<file path="src/rtl/pgw_pkg.sv">
package pgw_pkg;
  typedef struct packed {
    logic latchEn;
    logic clearAll;
  } pgw_strobe_t;

  typedef struct packed {
    logic ov;
    logic uv;
  } pgw_fault_t;
endpackage

</file>
<file path="src/rtl/pgw_band.sv">
module pgw_band
  import pgw_pkg::*;
#(
  parameter int W      = 10,
  parameter int SCALE  = 1000,
  parameter int TRIP_K = 1110,
  parameter int REL_K  = 1075,
  parameter bit ABOVE  = 1'b1
) (
  input  logic        clk,
  input  logic        rst,
  input  pgw_strobe_t strobe,
  input  logic [W-1:0] fbSample,
  input  logic [W-1:0] refCode,
  output logic        faultNext,
  output logic        faultQ
);
  localparam int KMAX = (TRIP_K > REL_K) ? ((TRIP_K > SCALE) ? TRIP_K : SCALE)
                                         : ((REL_K > SCALE) ? REL_K : SCALE);
  localparam int KW = $clog2(KMAX + 1);
  localparam int PW = W + KW;

  logic [PW-1:0] fbScaled, tripLvl, relLvl;
  logic tripHit, relHit;

  assign fbScaled = PW'(fbSample) * PW'(SCALE);
  assign tripLvl  = PW'(refCode) * PW'(TRIP_K);
  assign relLvl   = PW'(refCode) * PW'(REL_K);

  generate
    if (ABOVE) begin : g_over
      assign tripHit = fbScaled > tripLvl;
      assign relHit  = fbScaled <= relLvl;
    end else begin : g_under
      assign tripHit = fbScaled < tripLvl;
      assign relHit  = fbScaled >= relLvl;
    end
  endgenerate

  always_comb begin
    if (strobe.clearAll)      faultNext = 1'b0;
    else if (strobe.latchEn)  faultNext = faultQ ? !relHit : tripHit;
    else                      faultNext = faultQ;
  end

  always_ff @(posedge clk) begin
    if (rst) faultQ <= 1'b0;
    else     faultQ <= faultNext;
  end
endmodule

</file>
<file path="src/rtl/pgw_datapath.sv">
module pgw_datapath
  import pgw_pkg::*;
#(
  parameter int W = 10
) (
  input  logic         clk,
  input  logic         rst,
  input  pgw_strobe_t  strobe,
  input  logic [W-1:0] fbSample,
  input  logic [W-1:0] refCode,
  output pgw_fault_t   faultNx,
  output pgw_fault_t   faultQ
);
  pgw_band #(.W(W), .SCALE(1000), .TRIP_K(1110), .REL_K(1075), .ABOVE(1'b1)) u_over (
    .clk(clk), .rst(rst), .strobe(strobe), .fbSample(fbSample), .refCode(refCode),
    .faultNext(faultNx.ov), .faultQ(faultQ.ov)
  );

  pgw_band #(.W(W), .SCALE(1000), .TRIP_K(890), .REL_K(925), .ABOVE(1'b0)) u_under (
    .clk(clk), .rst(rst), .strobe(strobe), .fbSample(fbSample), .refCode(refCode),
    .faultNext(faultNx.uv), .faultQ(faultQ.uv)
  );
endmodule

</file>
<file path="src/rtl/pgw_control.sv">
module pgw_control
  import pgw_pkg::*;
(
  input  logic        clk,
  input  logic        rst,
  input  logic        enable,
  input  logic        shutdown,
  input  logic        ssDone,
  input  logic        fbValid,
  input  pgw_fault_t  faultNx,
  output pgw_strobe_t strobe,
  output logic        pwrGood
);
  logic runOk, ssArmed, ssArmedNext;

  assign runOk           = enable && !shutdown;
  assign strobe.clearAll = !runOk;
  assign strobe.latchEn  = fbValid;
  assign ssArmedNext     = runOk && (ssArmed || ssDone);

  always_ff @(posedge clk) begin
    if (rst) begin
      ssArmed <= 1'b0;
      pwrGood <= 1'b0;
    end else begin
      ssArmed <= ssArmedNext;
      pwrGood <= ssArmedNext && !faultNx.ov && !faultNx.uv;
    end
  end
endmodule

</file>
<file path="src/rtl/pgood_window.sv">
module pgood_window
  import pgw_pkg::*;
#(
  parameter int W = 10
) (
  input  logic         clk,
  input  logic         rst,
  input  logic         enable,
  input  logic         ssDone,
  input  logic         shutdown,
  input  logic         fbValid,
  input  logic [W-1:0] fbSample,
  input  logic [W-1:0] refCode,
  output logic         pwrGood
);
  pgw_strobe_t strobe;
  pgw_fault_t  faultNx, faultQ;

  pgw_control u_ctrl (
    .clk(clk), .rst(rst), .enable(enable), .shutdown(shutdown), .ssDone(ssDone),
    .fbValid(fbValid), .faultNx(faultNx), .strobe(strobe), .pwrGood(pwrGood)
  );

  pgw_datapath #(.W(W)) u_dp (
    .clk(clk), .rst(rst), .strobe(strobe), .fbSample(fbSample), .refCode(refCode),
    .faultNx(faultNx), .faultQ(faultQ)
  );
endmodule

</file>
<file path="config.mk">
export PLATFORM = sky130hd
export DESIGN_NAME = pgood_window
export DESIGN_NICKNAME = d
export VERILOG_FILES = /design/src/rtl/pgw_pkg.sv /design/src/rtl/pgw_band.sv /design/src/rtl/pgw_datapath.sv /design/src/rtl/pgw_control.sv /design/src/rtl/pgood_window.sv
export SDC_FILE = /design/constraint.sdc
export NUM_CORES = 1
export LEC_CHECK = 0
export BUFFER_PORTS_ARGS = -buffer_cell sky130_fd_sc_hd__buf_2
export CORE_MARGIN = 8
export CORE_UTILIZATION = 55
export CTS_BUF_LIST = sky130_fd_sc_hd__clkbuf_8
export DETAILED_ROUTE_END_ITERATION = 10
export PLACE_DENSITY_LB_ADDON = 0.12
export SYNTH_ARGS = -nofsm -noshare
export SYNTH_HDL_FRONTEND = slang
export SYNTH_SLANG_ARGS = --single-unit
export TNS_END_PERCENT = 50
</file>
<file path="constraint.sdc">
create_clock -name clk -period 15.3 [get_ports clk]
set_clock_uncertainty 0.15 [all_clocks]
set_input_delay 3.825 -clock clk [delete_from_list [all_inputs] [get_ports clk]]
set_output_delay 3.825 -clock clk [all_outputs]
set_load 0.03 [all_outputs]
</file>
==> results of run 1 <==
Yosys cell counts (all sizes together), types with 3 or more instances:
cell | instances | area [sq um]
o41ai | 3 | 26.3
nor2 | 36 | 135
a21oi | 62 | 314
a21o | 30 | 225
inv | 251 | 942
maj3 | 3 | 32.5
or2 | 4 | 25.0
or3 | 4 | 25.0
o21bai | 10 | 75.1
xnor2 | 43 | 377
nand2b | 10 | 62.6
o31ai | 4 | 30.0
nor2b | 9 | 56.3
a211o | 5 | 43.8
a31oi | 8 | 50.1
o221ai | 4 | 35.0
o21ai | 28 | 140
and4 | 4 | 35.0
nand4 | 10 | 62.6
and2 | 5 | 31.3
ha | 308 | 3850
o211ai | 8 | 65.1
nor3 | 12 | 60.1
a221oi | 7 | 61.3
a211oi | 10 | 92.6
and3 | 11 | 68.8
nand3 | 19 | 95.1
a311oi | 5 | 43.8
a2111oi | 4 | 35.0
nand2 | 36 | 135
fa | 120 | 2400
dfxtp | 4 | 80.1
xor2 | 34 | 298
o21a | 6 | 45.0
mux2i | 4 | 40.0
registers in the layout, summed over array words and instances (netlist names):
register	cells
u_ctrl.pwrGood	1
u_dp.u_under.faultQ	1
u_ctrl.ssArmed	1
u_dp.u_over.faultQ	1
per-layer routing:
metal / global-route usage / up-vias / part of all wire
met5: 0 / - / 0
met4: 0.0306 / 0 / 0.014
met3: 0.0127 / 19 / 0.027
met2: 0.375 / 113 / 0.48
met1: 0.294 / 3849 / 0.48
li1: - / 3997 / -
cells in the final DEF, fill, tap and decap left out, types with 26 or more instances in the layout:
| cell | n |
|---|---|
| inv_1 | 250 |
| o21ai_0 | 28 |
| a21oi_1 | 61 |
| xnor2_1 | 43 |
| fa_1 | 120 |
| a21o_1 | 30 |
| xor2_1 | 34 |
| nor2_1 | 36 |
| nand2_1 | 36 |
| buf_2 | 26 |
| ha_1 | 308 |
worst reg2reg max path: stages (launching register included):
cell and delay [ps]:
dfxtp_1 350, nand2_1 60, a41oi_1 170, o21ai_0 120
o22a_2 220, and3_1 160
cells by family after synthesis:
family          synth area share
flops                    0.00775
simple gates              0.0832
compound gates             0.139
buf+inv                   0.0919
fa+ha+maj                  0.609
mux                      0.00387
xor+xnor                  0.0653
stage by stage:
step	cells	setup WS, ps	instance area, sq um	utilization	hold slack (ps)
after floorplan	1149	5650	10300	-	286
after global placement	1410	4720	10800	0.580	307
after detailed placement	1410	4610	10800	0.580	307
after CTS	1413	4820	10800	0.582	315
after global routing	1413	4380	10800	0.582	376
final	1413	4750	10800	0.582	316
area by class of cell:
class / instances / area [sq um]
inverters: 251 / 942
multi-input cells: 892 / 9300
flip-flops and latches: 4 / 80.1
well taps: 234 / 293
repair buffers: 29 / 153
fillers: 1712 / 7770
clock buffers: 3 / 41.3
worst max path at each step:
stage | startpoint | end | slack, ps
after floorplan | refCode[0] | u_ctrl.pwrGood$_SDFF_PP0_ | 5650
after global placement | fbSample[5] | u_ctrl.pwrGood$_SDFF_PP0_ | 4720
after detailed placement | fbSample[5] | u_ctrl.pwrGood$_SDFF_PP0_ | 4610
after CTS | fbSample[5] | u_ctrl.pwrGood$_SDFF_PP0_ | 4820
after global routing | fbSample[5] | u_ctrl.pwrGood$_SDFF_PP0_ | 4380
final | fbSample[5] | u_ctrl.pwrGood$_SDFF_PP0_ | 4750
==> impl_metrics.csv, run 1 <==
group,metric,value,unit
status,outcome,"finished clean",
timing,slew_violations,0,
worst_setup_path,cpMaxStageDelayCell,"xnor2_1",
worst_setup_path,ff2ff_path_depth,5,
worst_setup_path,path_class,"in2reg",
placed_design,place_hpwl,22.0,mm
floorplanning,dieWidth,153,microns
floorplanning,die_y,153,microns
worst_setup_path,crit_arrival,10550,ps
worst_setup_path,cp-end-kind,"flop",
logic_synthesis,ys_seq_elements,4,
route,drc,0,
route,vias,7978,
global_route,overflow,0,
final_layout,final_nets,1635,
final_layout,syn_to_final_growth,4.64,%
worst_hold_path,whs_path_depth,2,
timing,relSlewSlack,0.203,
global_route,grt_pass1_wl,40.9,mm
logic_synthesis,synth-main-ff-cell,"dfxtp_1",
cts,cts_buffers,3,
route,drtIter0Drc,356,
logic_synthesis,syn_area,10300,sq um
worst_setup_path,crit_cells,25,
route,wirelength,25.0,mm
global_route,antenna_found_initial,0,
final_layout,insertedDiodeCount,0,
global_route,grt.total_usage,0.215,
cts,cts.sinks,4,
route,wl_per_cell,17.7,microns
cts,htree_levels,1,
worst_setup_path,cp_max_fo,4,
timing,finalSetupTns,0,ps
worst_setup_path,r2r_end,"u_ctrl.pwrGood$_SDFF_PP0_",
cts,cts_buffer_depth,2,
worst_setup_path,worstReg2RegStart,"u_dp.u_over.faultQ$_SDFF_PP0_",
route,dr.pass1.iters,4,
floorplanning,num_io_pins,27,
worst_setup_path,worst-path-buf-inv,6,
logic_synthesis,synth_enable_flop_cells,0,
logic_synthesis,synthCells,1149,
placed_design,place_congestion,0.879,
worst_hold_path,min_path_type,"reg2reg",
timing,rsz0062_at_grt,"no",
logic_synthesis,ys_seq_area_frac,0.00775,
timing,layout_min_cycle_time,10550,ps
floorplanning,placement_rows,50,
timing,fmax,94.8,MHz
timing,tightest_slew,1160,ps
cts,clkTransAtPathRegs,30,ps
worst_setup_path,critPathMaxStageDelay,780,ps
placed_design,portBuffers,26,
cts,postCtsHoldBufs,0,
cts,post_cts_resized,0,
cts,clk_latency,210,ps
cts,cts_tree,"built",
timing,hold_violations,0,
logic_synthesis,yosysWarnings,0,
job,cap_violations,0,
route,ant_nets,0,
logic_synthesis,synth_cell_types,63,
worst_hold_path,whs_endpoint,"u_ctrl.ssArmed$_SDFF_PP0_",
global_route,grt_pass1_vias,7968,
global_route,grt_max_degree,16,
worst_setup_path,critical_path_required,15310,ps
floorplanning,initial_utilization,0.556,
worst_setup_path,r2r_slack,13960,ps
worst_setup_path,startpoint_type,"primary input",
worst_setup_path,path_delay_family,"adder cells",
logic_synthesis,synth_nets,1603,
floorplanning,dieArea,23400,sq um
worst_setup_path,path_common_cell,"inv_1",
cts,cts_root_buffer,"clkbuf_8",
cts,postCtsSetupBuffers,0,
timing,setup-violations-final,0,
worst_hold_path,holdCritStartpoint,"u_ctrl.ssArmed$_SDFF_PP0_",
logic_synthesis,avgSynthCellArea,8.99,sq um
timing,finalCritPeriodShare,0.689,
route,via_per_inst,5.65,
logic_synthesis,synthArstFlopShare,0,
final_layout,drive_gt1_frac,0.0424,
floorplanning,coreArea,18600,sq um
Power of run 1 is left out: the tool's default activity adds up to more than one toggle a clock period on the data nets, which glitch-free logic cannot reach.
==> run 2: changes to the inputs <==
clock period = 9.5 ns   (was 15.3 ns; I/O delays follow)
==> run 2 against run 1 <==
Final cell count rose by 1.3%. Critical path depth rose by 1. Non-clock buffer count rose by 18. Critical path type unchanged. Die area did not move. Global-route usage rose by 0.86 points. Flip-flop and latch count did not move. Largest cell class unchanged.
==> impl_metrics.csv, run 2 (synthesis results as in run 1) <==
group,metric,value,unit
global_route,grt.total_usage,0.224,
timing,rsz0062_at_grt,"no",
global_route,antenna_found_initial,1,
status,outcome,"finished clean",
worst_setup_path,r2r_end,"u_ctrl.pwrGood$_SDFF_PP0_",
cts,cts_buffer_depth,2,
floorplanning,placement_rows,50,
global_route,grt_max_degree,14,
final_layout,final_nets,1653,
placed_design,portBuffers,26,
cts,clk_latency,220,ps
cts,htree_levels,1,
floorplanning,initial_utilization,0.556,
worst_setup_path,cp-end-kind,"flop",
worst_setup_path,startpoint_type,"primary input",
timing,layout_min_cycle_time,8700,ps
route,wl_per_cell,18.1,microns
global_route,grt_pass1_vias,8265,
cts,cts_tree,"built",
floorplanning,dieArea,23400,sq um
cts,cts_root_buffer,"clkbuf_8",
route,drc,0,
timing,tightest_slew,987,ps
placed_design,place_hpwl,23.2,mm
route,ant_nets,0,
final_layout,seq_area,80.1,sq um
final_layout,fillers,1698,
cts,post_cts_resized,0,
worst_hold_path,whs_endpoint,"u_ctrl.ssArmed$_SDFF_PP0_",
worst_setup_path,crit_arrival,8720,ps
worst_hold_path,holdCritStartpoint,"u_ctrl.ssArmed$_SDFF_PP0_",
route,vias,8062,
final_layout,insertedDiodeCount,0,
worst_setup_path,critical_path_required,9510,ps
timing,finalCritPeriodShare,0.916,
worst_hold_path,whs_path_depth,2,
worst_setup_path,cp_max_fo,4,
cts,cts.sinks,4,
placed_design,place_congestion,0.870,
route,wirelength,25.9,mm
floorplanning,coreArea,18600,sq um
floorplanning,dieWidth,153,microns
floorplanning,die_y,153,microns
final_layout,final_cell_mix,"ha_1 (308), inv_1 (250), fa_1 (120)",
global_route,overflow,0,
timing,slew_violations,0,
final_layout,drive_gt1_frac,0.0568,
timing,setup-violations-final,0,
worst_setup_path,ff2ff_path_depth,3,
job,cap_violations,0,
floorplanning,num_io_pins,27,
final_layout,syn_to_final_growth,5.95,%
cts,cts_buffers,3,
worst_setup_path,worstReg2RegStart,"u_dp.u_over.faultQ$_SDFF_PP0_",
final_layout,mostFrequentLayoutCell,"ha_1",
worst_setup_path,r2r_slack,8180,ps
cts,postCtsSetupBuffers,0,
global_route,grt_pass1_wl,42.6,mm
timing,hold_violations,0,
timing,relSlewSlack,0.337,
timing,finalSetupTns,0,ps
cts,clkTransAtPathRegs,30,ps
route,dr.pass1.iters,5,
cts,postCtsHoldBufs,0,
route,drtIter0Drc,336,
worst_hold_path,min_path_type,"reg2reg",
final_layout,multiInputGateArea,9300,sq um
timing,fmax,115,MHz
route,via_per_inst,5.63,
worst_setup_path,path_class,"in2reg",
run 2: area by class of cell:
type / count / area share
clock buffers: 3 / 0.00377
inverters: 251 / 0.0861
multi-input cells: 892 / 0.850
flip-flops and latches: 4 / 0.00731
well taps: 234 / 0.0267
repair buffers: 47 / 0.0263
run 2: worst max-delay path: stages:
cell	delay (ps)
buf_2	110
inv_1	200
fa_1	480
fa_1	510
inv_1	50
fa_1	510
inv_1	60
fa_1	500
inv_1	40
ha_1	210
or4_4	550
o221a_2	290
a211oi_4	360
inv_2	170
ha_1	380
and4_1	190
a31oi_1	160
o21ai_0	100
a31oi_1	150
inv_1	70
a31oi_1	160
o211ai_1	110
a221oi_1	450
buf_4	220
o22a_2	150
and3_1	130
run 2: per-stage QoR:
| stage | setup WS [ps] | cell area [sq um] | instances | hold slack [ps] | utilization |
|---|---|---|---|---|---|
| after global routing | 395 | 10900 | 1431 | 376 | 0.589 |
| after global placement | 632 | 10900 | 1428 | 311 | 0.587 |
| after detailed placement | 595 | 10900 | 1428 | 322 | 0.587 |
| after CTS | 795 | 10900 | 1431 | 330 | 0.589 |
| final | 796 | 10900 | 1431 | 324 | 0.589 |
| after floorplan | 1300 | 10300 | 1149 | 286 | - |
run 2: how the worst max path moves through the flow:
stage / start / endpoint / slack [ps] / depth (start not counted)
after global placement: fbSample[5] / u_ctrl.pwrGood$_SDFF_PP0_ / 630 / 26
after floorplan: refCode[0] / u_ctrl.pwrGood$_SDFF_PP0_ / 1300 / 28
final: fbSample[5] / u_ctrl.pwrGood$_SDFF_PP0_ / 800 / 26
after global routing: refCode[2] / u_ctrl.pwrGood$_SDFF_PP0_ / 390 / 29
after detailed placement: fbSample[5] / u_ctrl.pwrGood$_SDFF_PP0_ / 600 / 26
after CTS: fbSample[5] / u_ctrl.pwrGood$_SDFF_PP0_ / 790 / 26
run 2: metal layers:
metal,track usage,wire (microns),vias to the layer above
met2,0.386,12200,118
met5,0,0,-
li1,-,-,4034
met4,0.0391,445,0
met3,0.0223,1050,21
met1,0.301,12100,3889
Power of run 2 is left out for the same reason.
